<file path="src/rtl/pwf_pkg.sv">
package pwf_pkg;

  typedef enum logic [1:0] {
    FMT_NRZ = 2'd0,
    FMT_RZ  = 2'd1,
    FMT_RO  = 2'd2,
    FMT_RC  = 2'd3
  } fmt_e;

  localparam int CFG_ADDR_W = 3;
  localparam logic [CFG_ADDR_W-1:0] REG_MODE   = 3'd0;
  localparam logic [CFG_ADDR_W-1:0] REG_DELAY  = 3'd1;
  localparam logic [CFG_ADDR_W-1:0] REG_WIDTH  = 3'd2;
  localparam logic [CFG_ADDR_W-1:0] REG_SAMPLE = 3'd3;
  localparam logic [CFG_ADDR_W-1:0] REG_PERIOD = 3'd4;

  // control -> datapath strobes
  typedef struct packed {
    logic loadCycle;
    logic afterDelay;
    logic inWindow;
    fmt_e fmt;
  } fmt_strobes_t;

endpackage

</file>
<file path="src/rtl/pwf_regs.sv">
module pwf_regs
  import pwf_pkg::*;
#(
  parameter int TICK_W = 8
) (
  input  logic                  clk,
  input  logic                  rstN,
  input  logic                  cfgWe,
  input  logic [CFG_ADDR_W-1:0] cfgAddr,
  input  logic [TICK_W-1:0]     cfgWdata,
  output logic [TICK_W-1:0]     cfgRdata,
  output fmt_e                  stgFmt,
  output logic [TICK_W-1:0]     stgDelay,
  output logic [TICK_W-1:0]     stgWidth,
  output logic [TICK_W-1:0]     stgSample,
  output logic [TICK_W-1:0]     stgPeriod
);

  localparam int MODE_PAD = TICK_W - 4;

  logic varThresh;
  logic varLevel;

  always_ff @(posedge clk) begin
    if (!rstN) begin
      stgFmt    <= FMT_NRZ;
      varThresh <= 1'b0;
      varLevel  <= 1'b0;
      stgDelay  <= '0;
      stgWidth  <= '0;
      stgSample <= '0;
      stgPeriod <= '0;
    end else if (cfgWe) begin
      case (cfgAddr)
        REG_MODE: begin
          stgFmt    <= fmt_e'(cfgWdata[1:0]);
          varThresh <= cfgWdata[2];
          varLevel  <= cfgWdata[3];
        end
        REG_DELAY:  stgDelay  <= cfgWdata;
        REG_WIDTH:  stgWidth  <= cfgWdata;
        REG_SAMPLE: stgSample <= cfgWdata;
        REG_PERIOD: stgPeriod <= cfgWdata;
        default: ;
      endcase
    end
  end

  always_comb begin
    case (cfgAddr)
      REG_MODE:   cfgRdata = {{MODE_PAD{1'b0}}, varLevel, varThresh, stgFmt};
      REG_DELAY:  cfgRdata = stgDelay;
      REG_WIDTH:  cfgRdata = stgWidth;
      REG_SAMPLE: cfgRdata = stgSample;
      REG_PERIOD: cfgRdata = stgPeriod;
      default:    cfgRdata = '0;
    endcase
  end

endmodule

</file>
<file path="src/rtl/pwf_ctrl.sv">
module pwf_ctrl
  import pwf_pkg::*;
#(
  parameter int TICK_W = 8
) (
  input  logic              clk,
  input  logic              rstN,
  input  logic              cycleStart,
  input  fmt_e              stgFmt,
  input  logic [TICK_W-1:0] stgDelay,
  input  logic [TICK_W-1:0] stgWidth,
  input  logic [TICK_W-1:0] stgSample,
  input  logic [TICK_W-1:0] stgPeriod,
  output fmt_strobes_t      strobes,
  output logic              strobeOut
);

  localparam int SUM_W = TICK_W + 1;

  fmt_e              actFmt;
  logic [TICK_W-1:0] actDelay;
  logic [TICK_W-1:0] actWidth;
  logic [TICK_W-1:0] actSample;
  logic [TICK_W-1:0] actPeriod;
  logic [TICK_W-1:0] tick;
  logic              running;
  logic [SUM_W-1:0]  winEnd;
  logic              lastTick;

  assign lastTick = (tick == actPeriod - TICK_W'(1));

  always_ff @(posedge clk) begin
    if (!rstN) begin
      actFmt    <= FMT_NRZ;
      actDelay  <= '0;
      actWidth  <= '0;
      actSample <= '0;
      actPeriod <= '0;
      tick      <= '0;
      running   <= 1'b0;
    end else if (cycleStart) begin
      actFmt    <= stgFmt;
      actDelay  <= stgDelay;
      actWidth  <= stgWidth;
      actSample <= stgSample;
      actPeriod <= stgPeriod;
      tick      <= '0;
      running   <= (stgPeriod != '0);
    end else if (running) begin
      if (lastTick) running <= 1'b0;
      else          tick    <= tick + TICK_W'(1);
    end
  end

  // window end kept one bit wider so delay+width never wraps
  assign winEnd = {1'b0, actDelay} + {1'b0, actWidth};

  always_comb begin
    strobes.loadCycle  = cycleStart;
    strobes.fmt        = actFmt;
    strobes.afterDelay = running && (tick >= actDelay);
    strobes.inWindow   = strobes.afterDelay && ({1'b0, tick} < winEnd);
  end

  assign strobeOut = running && (tick == actSample);

  AST_TICK_IN_PERIOD: assert property (@(posedge clk) disable iff (!rstN)
    running |-> (tick < actPeriod));

  AST_ACTIVE_HELD: assert property (@(posedge clk) disable iff (!rstN)
    !cycleStart |=> ($stable(actDelay) && $stable(actWidth) && $stable(actSample)
                    && $stable(actPeriod) && $stable(actFmt)));

  AST_STROBE_SINGLE: assert property (@(posedge clk) disable iff (!rstN)
    (strobeOut && !cycleStart) |=> !strobeOut);

endmodule

</file>
<file path="src/rtl/pwf_datapath.sv">
module pwf_datapath
  import pwf_pkg::*;
(
  input  logic         clk,
  input  logic         rstN,
  input  fmt_strobes_t strobes,
  input  logic         dataBit,
  output logic         driveOut
);

  logic capVal;
  logic nrzLevel;

  always_ff @(posedge clk) begin
    if (!rstN) begin
      capVal   <= 1'b0;
      nrzLevel <= 1'b0;
    end else begin
      if (strobes.afterDelay) nrzLevel <= capVal;
      if (strobes.loadCycle)  capVal   <= dataBit;
    end
  end

  always_comb begin
    case (strobes.fmt)
      FMT_NRZ: driveOut = strobes.afterDelay ? capVal : nrzLevel;
      FMT_RZ:  driveOut = strobes.inWindow & capVal;
      FMT_RO:  driveOut = capVal | ~strobes.inWindow;
      FMT_RC:  driveOut = strobes.inWindow ? capVal : ~capVal;
      default: driveOut = 1'b0;
    endcase
  end

  AST_NRZ_STEADY: assert property (@(posedge clk) disable iff (!rstN)
    (strobes.fmt == FMT_NRZ && strobes.afterDelay && !strobes.loadCycle)
      |=> $stable(driveOut));

  AST_RZ_QUIET: assert property (@(posedge clk) disable iff (!rstN)
    (strobes.fmt == FMT_RZ && !strobes.inWindow) |-> !driveOut);

  AST_RO_QUIET: assert property (@(posedge clk) disable iff (!rstN)
    (strobes.fmt == FMT_RO && !strobes.inWindow) |-> driveOut);

endmodule

</file>
<file path="src/rtl/pin_wave_former.sv">
module pin_wave_former
  import pwf_pkg::*;
#(
  parameter int TICK_W = 8
) (
  input  logic              clk,
  input  logic              rstN,
  input  logic              cfgWe,
  input  logic [2:0]        cfgAddr,
  input  logic [TICK_W-1:0] cfgWdata,
  output logic [TICK_W-1:0] cfgRdata,
  input  logic              cycleStart,
  input  logic              dataBit,
  output logic              driveOut,
  output logic              strobeOut
);

  fmt_e              stgFmt;
  logic [TICK_W-1:0] stgDelay;
  logic [TICK_W-1:0] stgWidth;
  logic [TICK_W-1:0] stgSample;
  logic [TICK_W-1:0] stgPeriod;
  fmt_strobes_t      strobes;

  pwf_regs #(.TICK_W(TICK_W)) regs_i (
    .clk(clk), .rstN(rstN), .cfgWe(cfgWe), .cfgAddr(cfgAddr),
    .cfgWdata(cfgWdata), .cfgRdata(cfgRdata), .stgFmt(stgFmt),
    .stgDelay(stgDelay), .stgWidth(stgWidth), .stgSample(stgSample),
    .stgPeriod(stgPeriod)
  );

  pwf_ctrl #(.TICK_W(TICK_W)) ctrl_i (
    .clk(clk), .rstN(rstN), .cycleStart(cycleStart), .stgFmt(stgFmt),
    .stgDelay(stgDelay), .stgWidth(stgWidth), .stgSample(stgSample),
    .stgPeriod(stgPeriod), .strobes(strobes), .strobeOut(strobeOut)
  );

  pwf_datapath datapath_i (
    .clk(clk), .rstN(rstN), .strobes(strobes), .dataBit(dataBit),
    .driveOut(driveOut)
  );

endmodule

</file>
<file path="config.mk">
export PLATFORM = sky130hd
export DESIGN_NAME = pin_wave_former
export DESIGN_NICKNAME = d
export VERILOG_FILES = /design/src/rtl/pwf_pkg.sv /design/src/rtl/pwf_regs.sv /design/src/rtl/pwf_ctrl.sv /design/src/rtl/pwf_datapath.sv /design/src/rtl/pin_wave_former.sv
export SDC_FILE = /design/constraint.sdc
export NUM_CORES = 1
export LEC_CHECK = 0
export BUFFER_PORTS_ARGS = -buffer_cell sky130_fd_sc_hd__buf_2
export CAP_MARGIN = 5
export CORE_MARGIN = 2
export CORE_UTILIZATION = 46
export CTS_CLUSTER_SIZE = 8
export DETAILED_ROUTE_END_ITERATION = 12
export GPL_TIMING_DRIVEN = 0
export SKIP_LAST_GASP = 1
export SLEW_MARGIN = 25
export SYNTH_ARGS = -nofsm -noshare
export SYNTH_HDL_FRONTEND = slang
export SYNTH_SLANG_ARGS = --single-unit
</file>
<file path="constraint.sdc">
create_clock -name clk -period 5.3 [get_ports clk]
set_input_delay 0.53 -clock clk [delete_from_list [all_inputs] [get_ports clk]]
set_output_delay 0.53 -clock clk [all_outputs]
set_load 0.1 [all_outputs]
</file>
---- After elaboration in Yosys (flattened, before gate mapping) ----
Index checks and enable logic that the tools add are counted.
storage, ports and cells
  logic and storage cells ................. 56
  bits in registers ....................... 81
  output and inout bits ................... 10
  input bits .............................. 16
cells by class
  add/sub/neg operators ................... 3
  $lt $le $gt $ge ......................... 2
  bitwise logic cells ..................... 6
  mux-type cells .......................... 7
  reductions and logical operators ........ 13
  equality and inequality tests ........... 9
operators with widths
  operator               number
  $pmux W8 S5            1
  $eq A8 B8 Y1           2
  $reduce_and A2 Y1      6
  $add A8 B8 Y9          1
  $lt A8 B9 Y1           1
  $add A8 B1 Y8 const B  1
  $ge A8 B8 Y1           1
  $reduce_bool A8 Y1     1
  $sub A8 B1 Y8 const B  1
  $eq A3 B2 Y1 const B   2
  $mux W1                5
  $eq A2 B2 Y1 const B   2
  $not A1 Y1             4
  $pmux W1 S4            1
  $eq A3 B1 Y1 const B   1
  $eq A3 B3 Y1 const B   1
  $logic_and A1 B1 Y1    3
  $logic_not A3 Y1       1
  $eq A2 B1 Y1 const B   1
  $logic_not A2 Y1       1
  $reduce_or A2 Y1       1
  $and A1 B1 Y1          1
  $or A1 B1 Y1           1

---- Logic depth before layout (Yosys ltp) ----
Gate-level depths: netlist (run 1).
  depth in word-level cells ............... 6
  gate-level depth with buffers ........... 16
  mapped depth without buffers ............ 16

---- Hierarchy ----
Synthesis (run 1) repeated with hierarchy kept, for this count alone.
second synthesis, totals
  cell total of the unflattened synthesis .. 459
  area total of the unflattened synthesis .. 4420.5 um2
by module, submodules not included
  module        times used  seq. area each (um2)  cells an instance  area each (um2)
  pwf_ctrl      1           860.8                 277                2632.5
  pwf_regs      1           720.7                 171                1654.1
  pwf_datapath  1           40.0                  11                 133.9

---- Least setup slack after synthesis (run 1) ----
Ideal clock, no wire load.
  kind .................................... register -> output
  start ................................... register ctrl_i.tick[2]
  end ..................................... output port strobeOut
  stages on the path, launching flop included .. 6
  setup slack ............................. 0.964 ns
  arrival time ............................ 3.806 ns
  buffers on the path ..................... 1
  cell sequence ........................... dfxtp_1 -> buf_2 -> xor2_1 -> nor4_1 -> nand3_1 -> nor4_1
between the ends
  longest elaborated chain between the ends .. 2
ends and longest elaborated chain
  what                    RTL line               text
  start, declared         pwf_ctrl.sv:25         logic [TICK_W-1:0] tick;
  start signal, assigned  pwf_ctrl.sv:51         else tick <= tick + TICK_W'(1);
  $eq A8 B8 Y1            pwf_ctrl.sv:65         assign strobeOut = running && (tick == actSample);
  $logic_and A1 B1 Y1     pwf_ctrl.sv:65
  end, declared           pin_wave_former.sv:15  output logic strobeOut
Every way passes these cells.

---- Worst setup path in the final report (run 1) ----
  start ................................... register ctrl_i.actDelay[0]
  end ..................................... output port driveOut
between the ends
  longest elaborated chain between the ends .. 6
  elaborated cells between the ends (all ways) .. 11
  those cells by class .................... add/sub: 1; order compare: 2; mux: 3; bitwise: 3; reduce/logical: 2
ends and longest elaborated chain
  what                                                        RTL line                        text
  start, declared                                             pwf_ctrl.sv:21                  logic [TICK_W-1:0] actDelay;
  start signal, assigned                                      pwf_ctrl.sv:43                  actDelay <= stgDelay;
  $add A8 B8 Y9 / $ge A8 B8 Y1 (equally long branches)        pwf_ctrl.sv:56, pwf_ctrl.sv:61
  $lt A8 B9 Y1 / $logic_and A1 B1 Y1 (equally long branches)  pwf_ctrl.sv:62, pwf_ctrl.sv:61
  $logic_and A1 B1 Y1                                         pwf_ctrl.sv:62                  strobes.inWindow = strobes.afterDelay && ({1'b0, tick} < winEnd);
  $not A1 Y1                                                  pwf_datapath.sv:28              FMT_RO: driveOut = capVal | ~strobes.inWindow;
  $or A1 B1 Y1                                                pwf_datapath.sv:28
  $pmux W1 S4 *                                               pwf_datapath.sv:25              case (strobes.fmt)
  end, declared                                               pin_wave_former.sv:14           output logic driveOut,
Every way passes the cells marked *; elsewhere a longest branch is shown, timed or not.

==> results.md, run 1 <==
- Seq/Total Area, Yosys: between 30% and 40%
- Clock tree from TritonCTS: done
- Total track usage: between 20% and 30%
- Die area: 10630 um2
- Layout cells sized above 1: about a tenth
- Total gr overflow: 0
- Vias post-DR: around 3.4k
- Initial antenna violation count: 0
- CP delay by family, top: adder cells
- TritonCTS buffer count: 9
- Critical path capture point type: output pin
- Peak Freq: around 220 MHz
- Via density: between 5 and 6
- YS warnings: 0
- DRT Pass-1 Iters: 4
- Hold_sp: dataBit
- Clk sinks: 81
- Hold_ws: roughly 440 ps
- DR iter-0 viols: 114
- Crit Reg-Reg Startpoint: ctrl_i.actPeriod[0]$_SDFFE_PN0P_
- Fill cells: 950
- Die Ht: 103.1 um
- Commonest non-fill, non-tap cell in the layout: dfxtp_1
- Worst path cell trace: ha_1, inv_1, fa_1, nor2b_1, o21a_1, o21ai_0, nand2b_1, a21oi_1, xor2_1, ha_1, a21o_1, a31o_2, a31oi_1, ha_1, mux4_2, buf_2
- Max rail drop VDD: between 0.00015 and 0.0002 V
- Core outline area: between 9000 and 10000 um2
- Final count of pins violating max slew: 0
- RSZ-0062 raised after global routing: false
- Post-CTS Setup Repair Bufs: 0
- Reg2Reg Depth: 9
- Max_cap viols: 0
- Critical Path Fanout Max: 3
- FF-to-FF setup slack: between 2000 and 3000 ps
- Multi-input logic area: between 2000 and 3000 um2
- CTS H-tree depth: 3
- Slowest-stage cell, CP: mux4_2
- Cell Area, Synth: ~4500 um2
- Leakage power: roughly 2 nW
- Post-route ant nets: 0
- Post-CTS Hold Buffers: 0
- First-pass GRT wire length: 17260 um
- Crit path largest cell delay: about 460 ps
- Hold Path Depth: 3
- Worst Path Required: 4770 ps
- Initial core utilization: a little under half
- Buffers & Inverters on Critical Path: 2
- CP arrival: 4100 ps
- Fin. Hold Viols: 0
- Number of DRC violations after detailed routing: 0
- # placed instances: about 640
- I/O Buffers: 23
- Number of diodes: 0
- Synth cell types: 50
- Final Cycle Share: 87.39%
- HP Class: input pin to flop
- Most frequent cells in the layout: dfxtp_1, mux2i_1, nor2b_1
- Critical path type: flop to output pin
- Root Driver: clkbuf_8
- Synthesized instance count: 488
- Total negative slack: 0 ps
- Worst setup SP type: flop
- Rows: 36
- Mapped Nets: ~530
- Post-detail-place hpwl: around 8500 um
- Clock buffer depth: 2
- Vias in the first global route: roughly 3.4k
- Die width: just over 100 um
- Post-synth EDFFs: 0
- Syn-to-layout area delta: 11.30%
- Register area: between 1500 and 2000 um2
- Non-filler cells, final: 660
- Worst-Margin Slew: between 800 and 900 ps
- Ys async rst share: 0%
- Outcome: finished clean
- Hold Path Sink: datapath_i.capVal$_SDFFE_PN0P_
- Worst-path clk slew: 90 ps
- Clock Skews: ~9.6 ps
- Clock Latency Late Sink: about 350 ps
- Most used cell, CP: ha_1
- Final critical-path required period: 4632 ps
- Final #Nets: approximately 570
- DRT Wirelength: approximately 11000 um
- Slew headroom: between 40% and 50%
- R2r endpoint: ctrl_i.tick[1]$_SDFFE_PP0P_
- RePlAce Congestion: approximately 0.80
- Synth Area per Inst: 9.256 um2
- WL/cell: approximately 16 um
- Flip-flop and latch count after synthesis: 81
- Pwr Density: 250.3 nW/um2
- Top FF cell, synth: dfxtp_1
- Final-report setup violation count: 0
- I/O pin count: 26
- Largest net degree at the start of global routing: 15
- Post_cts resized: 0
-- stage by stage --
step | setup WS (ps) | area [um2] | total power [mW] | util (%)
3_3_place_gp | 1103 | 4798 | 0.7601 | 49.78
4_1_cts | 666.5 | 5027 | 1.268 | 52.15
3_5_place_dp | 1067 | 4798 | 0.7629 | 49.78
5_1_grt | 472.8 | 5027 | 1.309 | 52.15
2_1_floorplan | 964.3 | 4517 | 0.7269 | -
6_report | 668.4 | 5027 | 1.259 | 52.15
-- kinds of logic (layout without fill, tap and decap cells) --
| logic type | count (synthesis) | in the layout | synth area share, % |
|---|---|---|---|
| flip-flops | 81 | 81 | 35.90 |
| AO/OA/AOI/OAI | 72 | 72 | 11.16 |
| AND/OR/NAND/NOR | 161 | 161 | 18.86 |
| buffers and inverters | 46 | 85 | 3.906 |
| adder cells (fa/ha/maj) | 28 | 28 | 7.922 |
| XOR/XNOR | 25 | 25 | 5.014 |
| multiplexers | 75 | 75 | 17.23 |
-- worst max-delay path by stage --
stage,end,cells after the start,startpoint
3_3_place_gp,driveOut,16,ctrl_i.actDelay[0]$_SDFFE_PN0P_
2_1_floorplan,strobeOut,5,ctrl_i.tick[2]$_SDFFE_PP0P_
3_5_place_dp,driveOut,16,ctrl_i.actDelay[0]$_SDFFE_PN0P_
6_report,driveOut,16,ctrl_i.actDelay[0]$_SDFFE_PN0P_
5_1_grt,driveOut,16,ctrl_i.actDelay[0]$_SDFFE_PN0P_
4_1_cts,driveOut,16,ctrl_i.actDelay[0]$_SDFFE_PN0P_
-- cell usage after synthesis (6+ instances only) --
| master | instances | area, um2 |
|---|---|---|
| dfxtp_1 | 81 | 1622 |
| mux2i_1 | 71 | 710.7 |
| nor2b_1 | 64 | 400.4 |
| nand2_1 | 49 | 183.9 |
| ha_1 | 27 | 337.8 |
| inv_1 | 20 | 75.07 |
| clkbuf_1 | 19 | 71.32 |
| a21boi_0 | 16 | 120.1 |
| nor2_1 | 13 | 48.80 |
| xor2_1 | 13 | 113.9 |
| a21oi_1 | 12 | 60.06 |
| xnor2_1 | 11 | 96.34 |
| o21ai_0 | 9 | 45.04 |
| nand3_1 | 8 | 40.04 |
| nand2b_1 | 7 | 43.79 |
| o22ai_1 | 7 | 43.79 |
| a22oi_1 | 6 | 45.04 |
-- flip-flops by register name (all words and copies together), names as in the netlist, 2 cells and up --
register	cells
ctrl_i.actFmt	2
ctrl_i.actPeriod	8
ctrl_i.actSample	8
regs_i.stgWidth	8
ctrl_i.tick	8
regs_i.stgSample	8
regs_i.stgPeriod	8
regs_i.stgDelay	8
ctrl_i.actWidth	8
regs_i.stgFmt	2
ctrl_i.actDelay	8
-- worst reg2reg max path, stage by stage, from the launching register on --
cell and delay (ps):
dfxtp_1 460, inv_1 80, ha_1 190, clkbuf_1 190
o21ba_2 230, a221oi_1 280, a41o_1 140, nand3_1 220
o21ai_2 340, mux2i_1 210
-- where the power goes --
| part | total [mW] | internal (mW) | switching [mW] |
|---|---|---|---|
| sequential | 0.630 | 0.618 | 0.0120 |
| clock | 0.510 | 0.279 | 0.231 |
| combinational | 0.118 | 0.0461 | 0.0722 |
-- layout make-up --
class                      count  area share [%]
buffer                        26           2.016
clock buffer                  10           2.738
clock inverter                 6           1.817
inverter                      20           1.493
multi-input combinational    361           54.08
sequential                    81           32.25
tap                          133           3.310
timing repair buffer          23           2.290
-- per-layer routing --
metal / part of all wire (%) / wire length [um] / up-vias / GRT usage [%]
met5: 0 / 0 / - / 0
met4: 1.5 / 165 / 0 / 5.668
met3: 2.9 / 315 / 13 / 4.203
met2: 47 / 5133 / 53 / 36.61
met1: 48 / 5237 / 1586 / 28.59
li1: - / - / 1747 / -
(Power assumes the default switching activity.)
==> inputs of run 2 (changes only) <==
--- a/config.mk
+++ b/config.mk
@@ -12,6 +12,7 @@
 export CTS_CLUSTER_SIZE = 8
 export DETAILED_ROUTE_END_ITERATION = 12
 export GPL_TIMING_DRIVEN = 0
+export RECOVER_POWER = 50
 export SKIP_LAST_GASP = 1
 export SLEW_MARGIN = 25
 export SYNTH_ARGS = -nofsm -noshare
==> run 2 against run 1 <==
Net effect: clock power is essentially flat; highest routed layer unchanged; first-iteration DRC count shrank 0.88%; setup slack is essentially flat; final cell count is the same; largest power group unchanged; wire length is essentially flat; worst hold slack gained 1.4 ps; utilization is essentially flat.
==> results.md, run 2 (same netlist as run 1, synthesis figures left out) <==
- Layout cells sized above 1: 9.488% (-0.57 points)
- Via density: 5.150 (unchanged)
- Final-report setup violation count: 0 (unchanged)
- Initial core utilization: 46.86% (unchanged)
- I/O Buffers: 23 (unchanged)
- Multi-input logic area: 2719 um2 (unchanged)
- DR iter-0 viols: 113 (-0.88%)
- Non-filler cells, final: 660 (unchanged)
- Max_cap viols: 0 (unchanged)
- Clock buffer depth: 2 (unchanged)
- Worst-path clk slew: 90 ps (about the same)
- CP arrival: 4100 ps (about the same)
- Final critical-path required period: 4631 ps (-0.1480 ps)
- Total gr overflow: 0 (unchanged)
- Post-CTS Setup Repair Bufs: 0 (unchanged)
- Total negative slack: 0 ps (unchanged)
- Critical path capture point type: output pin
- RePlAce Congestion: 0.8029 (unchanged)
- Final #Nets: 566 (unchanged)
- Final count of pins violating max slew: 0 (unchanged)
- Worst-Margin Slew: 804.2 ps (+0.5065 ps)
- Clock Skews: 8.794 ps (-0.7868 ps)
- Number of diodes: 0 (unchanged)
- Clock tree from TritonCTS: done
- Post-route ant nets: 0 (unchanged)
- Max rail drop VDD: 0.0001663 V (about the same)
- Worst slack at placement: 1067 ps (unchanged)
- DRT Pass-1 Iters: 4 (unchanged)
- Vias post-DR: 3399 (unchanged)
- Syn-to-layout area delta: 11.22% (about the same)
- Clk sinks: 81 (unchanged)
- HP Class: input pin to flop
- Setup slack after layout: 668.6 ps (+0.1480 ps)
- First-pass GRT wire length: 17260 um (unchanged)
- Most frequent cells in the layout: dfxtp_1, mux2i_1, nor2b_1
- Worst Path Required: 4770 ps (about the same)
- Vias in the first global route: 3361 (unchanged)
- # placed instances: 644 (unchanged)
- Rows: 36 (unchanged)
- Hold_ws: 441.2 ps (+1.374 ps)
- Die area: 10630 um2 (unchanged)
- Final Cycle Share: 87.39% (about the same)
- TritonCTS buffer count: 9 (unchanged)
- Clock Latency Late Sink: 350 ps (about the same)
- Die width: 103.1 um (unchanged)
- Root Driver: clkbuf_8
- Post_cts resized: 0 (unchanged)
- I/O pin count: 26 (unchanged)
- DRT Wirelength: 10860 um (about the same)
- Fin. Hold Viols: 0 (unchanged)
- Util after Layout: 52.12% (about the same)
- Total track usage: 21.73% (unchanged)
- Fill cells: 951 (+0.11%)
- Post-CTS Hold Buffers: 0 (unchanged)
- Commonest non-fill, non-tap cell in the layout: dfxtp_1
- Peak Freq: 215.9 MHz (about the same)
- Critical Path Fanout Max: 3 (unchanged)
- Worst setup SP type: flop
- Leakage power: 2.005 nW (-0.48%)
- Slew headroom: 46.39% (about the same)
- Critical path type: flop to output pin
- WL/cell: 16.45 um (about the same)
- Number of DRC violations after detailed routing: 0 (unchanged)
- Initial antenna violation count: 0 (unchanged)
- RSZ-0062 raised after global routing: false
- Post-detail-place hpwl: 8479 um (unchanged)
- Core outline area: 9639 um2 (unchanged)
- CTS H-tree depth: 3 (unchanged)
- Largest net degree at the start of global routing: 15 (unchanged)
- Outcome: finished clean
- Register area: 1622 um2 (unchanged)
- Die Ht: 103.1 um (unchanged)
- Pwr Density: 250.4 nW/um2 (about the same)
## run 2: cell types whose count changed in the layout (fill, tap and decap cells not counted), sizes merged
cell,change
buf,-6
clkbuf,+6
## run 2: stage by stage
stage	power, mW	instance area (um2)
4_1_cts	1.268	5027
6_report	1.258	5024
3_5_place_dp	0.7629	4798
3_3_place_gp	0.7601	4798
5_1_grt	1.308	5024
2_1_floorplan	0.7269	4517
## run 2: power breakdown
group | switching, mW | total, mW | internal, mW
registers | 0.0121 | 0.630 | 0.618
logic | 0.0722 | 0.118 | 0.0460
clock network | 0.231 | 0.510 | 0.279
## run 2: area by class of cell
class,count,share of cell area [%]
multi-input cells,361,54.12
flip-flops and latches,81,32.28
well taps,133,3.313
clock buffers,10,2.740
repair buffers,23,2.266
plain buffers,26,1.968
clock inverters,6,1.818
inverters,20,1.494
## run 2: critical path: stages (launching register included)
cell and delay, ps:
dfxtp_1 400, ha_1 190, inv_1 50, fa_1 400
nor2b_1 140, o21a_1 130, o21ai_0 100, nand2b_1 100
a21oi_1 80, xor2_1 140, ha_1 290, a21o_1 160
a31o_2 220, a31oi_1 290, ha_1 290, mux4_2 460
buf_2 310
## run 2: per-layer routing
layer / GRT usage (%) / vias to the layer above / routed length (um)
met5: 0 / - / 0
met4: 5.668 / 0 / 165
met3: 4.203 / 13 / 313
met2: 36.61 / 53 / 5140
met1: 28.59 / 1588 / 5235
li1: - / 1745 / -
## run 2: worst paths after layout
path / start / slack, ps / cells past startpoint / to
max reg2reg: ctrl_i.actPeriod[0]$_SDFFE_PN0P_ / 2900 / 9 / ctrl_i.tick[1]$_SDFFE_PP0P_
max: ctrl_i.actDelay[0]$_SDFFE_PN0P_ / 670 / 16 / driveOut
min: dataBit / 440 / 3 / datapath_i.capVal$_SDFFE_PN0P_
min reg2reg: regs_i.stgWidth[6]$_SDFFE_PN0P_ / 500 / 2 / regs_i.stgWidth[6]$_SDFFE_PN0P_
==> inputs of run 3 (changes only) <==
--- a/config.mk
+++ b/config.mk
@@ -12,6 +12,7 @@
 export CTS_CLUSTER_SIZE = 8
 export DETAILED_ROUTE_END_ITERATION = 12
 export GPL_TIMING_DRIVEN = 0
+export PLACE_DENSITY = 0.65
 export RECOVER_POWER = 50
 export SKIP_LAST_GASP = 1
 export SLEW_MARGIN = 25
==> constraint.sdc (replaced) <==
create_clock -name clk -period 4 [get_ports clk]
set_input_delay 0.4 -clock clk [delete_from_list [all_inputs] [get_ports clk]]
set_output_delay 0.4 -clock clk [all_outputs]
set_load 0.1 [all_outputs]
==> run 3 against run 2 <==
Net effect: the flow now finishes with violations (setup timing); sequential share of layout area decreased by 0.53 points; utilization increased by 0.95 points; critical path depth unchanged; final cell count increased by 0.30%; die area unchanged; setup slack got worse by 760 ps; design area increased by 1.8%; combinational power increased by 36%; power increased by 38%; register-to-register slack got worse by 1300 ps; clock-buffer cell count unchanged; highest routed layer unchanged.
==> results.md, run 3 (same netlist as run 1, synthesis figures left out) <==
- Worst-Margin Slew: 757.7 ps (-46.56 ps)
- Post-route ant nets: 0 (unchanged)
- Total negative slack: -91.49 ps (-91.49 ps)
- Hold_sp: dataBit
- Final-report setup violation count: 1 (+1)
- Fill cells: 924 (-2.8%)
- Pwr Density: 339.4 nW/um2 (+36%)
- Die width: 103.1 um (unchanged)
- HP Class: input pin to flop
- Core outline area: 9639 um2 (unchanged)
- FF-to-FF setup slack: 1590 ps (-1310 ps)
- Die area: 10630 um2 (unchanged)
- I/O pin count: 26 (unchanged)
- Multi-input logic area: 2755 um2 (+1.3%)
- Critical path capture point type: output pin
- Hold Path Sink: datapath_i.capVal$_SDFFE_PN0P_
- Die Ht: 103.1 um (unchanged)
- Critical path type: flop to output pin
- TritonCTS buffer count: 9 (unchanged)
- Max_cap viols: 0 (unchanged)
- CTS H-tree depth: 3 (unchanged)
- CP arrival: 3690 ps (-410 ps)
- Initial core utilization: 46.86% (unchanged)
- Root Driver: clkbuf_8
- Leakage power: 2.039 nW (+1.7%)
- Post-detail-place hpwl: 8135 um (-4.1%)
- Clock buffer depth: 2 (unchanged)
- WL/cell: 16.21 um (-1.4%)
- Final Cycle Share: 102.3%
- Fin. Hold Viols: 0 (unchanged)
- Vias post-DR: 3447 (+1.4%)
- Number of DRC violations after detailed routing: 0 (unchanged)
- Clk sinks: 81 (unchanged)
- Total track usage: 21.51% (-0.22 points)
- Vias in the first global route: 3359 (-0.060%)
- Final critical-path required period: about 4100 ps
- Failing checks: setup timing
- Worst-path clk slew: 90 ps (about the same)
- First-pass GRT wire length: 17210 um (-0.32%)
- Hold Path Depth: 3 (unchanged)
- Rows: 36 (unchanged)
- Layout cells sized above 1: 11.34% (+1.9 points)
- Initial antenna violation count: 0 (unchanged)
- Most frequent cells in the layout: dfxtp_1, mux2i_1, nor2b_1
- RSZ-0062 raised after global routing: true
- RePlAce Congestion: 0.9003 (+12%)
- Post-CTS Hold Buffers: 0 (unchanged)
- Slew headroom: 49.49% (+3.1 points)
- Register area: 1624 um2 (+0.15%)
- I/O Buffers: 23 (unchanged)
- Number of diodes: 0 (unchanged)
- Syn-to-layout area delta: 13.24%
- Via density: 5.207 (+1.1%)
- Total gr overflow: 0 (unchanged)
- Hold_ws: 312.1 ps (-129.1 ps)
- Worst Path Required: 3600 ps (-1170 ps)
- Final count of pins violating max slew: 0 (unchanged)
- Critical Path Fanout Max: 2 (-1)
- Reg2Reg Depth: 9 (unchanged)
- Worst setup SP type: flop
- Crit Reg-Reg Startpoint: ctrl_i.actPeriod[0]$_SDFFE_PN0P_
- Clock Latency Late Sink: 350 ps (about the same)
- Clock tree from TritonCTS: done
- Final #Nets: 568 (+0.35%)
- DRT Wirelength: 10730 um (-1.1%)
- Setup slack after layout: -91.49 ps (-760.1 ps)
- Peak Freq: 244.4 MHz
- R2r endpoint: ctrl_i.tick[0]$_SDFFE_PP0P_
- Max rail drop VDD: 0.0002072 V (+25%)
- Commonest non-fill, non-tap cell in the layout: dfxtp_1
- Outcome: finished with violations
- Clock Skews: 9.558 ps (+0.7649 ps)
- DRT Pass-1 Iters: 4 (unchanged)
- Largest net degree at the start of global routing: 15 (unchanged)
- DR iter-0 viols: 184 (+63%)
-- run 3: changes by cell type in the layout (fill, tap and decap cells not counted), moves of 2 or more --
cell / before / now
dfxtp_2: 0 / 2
o21ai_0: 9 / 7
dfxtp_1: 81 / 79
buf_4: 0 / 2
-- run 3: metal layers --
| layer | routed length (um) | vias to the layer above | track usage [%] |
|---|---|---|---|
| met1 | 5172 | 1612 | 28.88 |
| met5 | 0 | - | 0 |
| met2 | 4892 | 65 | 34.37 |
| met4 | 219 | 0 | 7.389 |
| met3 | 450 | 19 | 4.610 |
| li1 | - | 1751 | - |
-- run 3: through the flow --
step / power, mW / cells / utilization [%] / instance area (um2) / setup WS (ps)
2_1_floorplan: 0.9635 / 488 / - / 4523 / 256.6
3_3_place_gp: 1.006 / 644 / 49.84 / 4805 / -72.54
3_5_place_dp: 1.009 / 644 / 49.84 / 4805 / -99.08
4_1_cts: 1.746 / 662 / 53.05 / 5114 / -81.93
5_1_grt: 1.793 / 662 / 53.06 / 5115 / -255.2
6_report: 1.736 / 662 / 53.06 / 5115 / -91.49
-- run 3: worst max path at each step --
stage / start / end / slack [ps] / cells past startpoint
floorplan: ctrl_i.actDelay[0]$_SDFFE_PN0P_ / driveOut / 260 / 15
global placement: ctrl_i.actDelay[0]$_SDFFE_PN0P_ / driveOut / -70 / 16
detailed placement: ctrl_i.actDelay[0]$_SDFFE_PN0P_ / driveOut / -100 / 16
CTS: ctrl_i.actWidth[0]$_SDFFE_PN0P_ / driveOut / -80 / 16
global route: ctrl_i.actWidth[0]$_SDFFE_PN0P_ / driveOut / -260 / 16
finish: ctrl_i.actWidth[0]$_SDFFE_PN0P_ / driveOut / -90 / 16
-- run 3: worst max-delay path: stages (launching register included) --
cell and delay [ps]:
dfxtp_2 330, ha_1 200, inv_1 70, fa_2 210, nor2b_1 50, o21a_1 190
o21ai_2 140, nand2b_1 80, a21oi_2 150, xor2_1 150, ha_1 250, a21o_1 160
a31o_2 230, a31oi_4 180, ha_1 260, mux4_2 510, buf_12 190
-- run 3: final cells by class --
class / instances / share of cell area [%]
clock buffer: 10 / 2.691
timing repair buffer: 25 / 2.813
inverter: 20 / 1.468
sequential: 81 / 31.75
multi-input combinational: 361 / 53.86
buffer: 26 / 1.932
tap: 133 / 3.253
clock inverter: 6 / 2.226
-- run 3: timing repair --
action,in CTS,in global routing
pin swaps,1,0
buffers inserted,2,0
setup endpoints to repair,1,1
gates resized for setup,12,2
-- run 3: where the power goes --
| group | leakage [nW] | total [mW] | internal [mW] | switching (mW) |
|---|---|---|---|---|
| clock | 0.119 | 0.740 | 0.434 | 0.307 |
| sequential | 0.656 | 0.835 | 0.819 | 0.0159 |
| combinational | 1.26 | 0.161 | 0.0640 | 0.0973 |
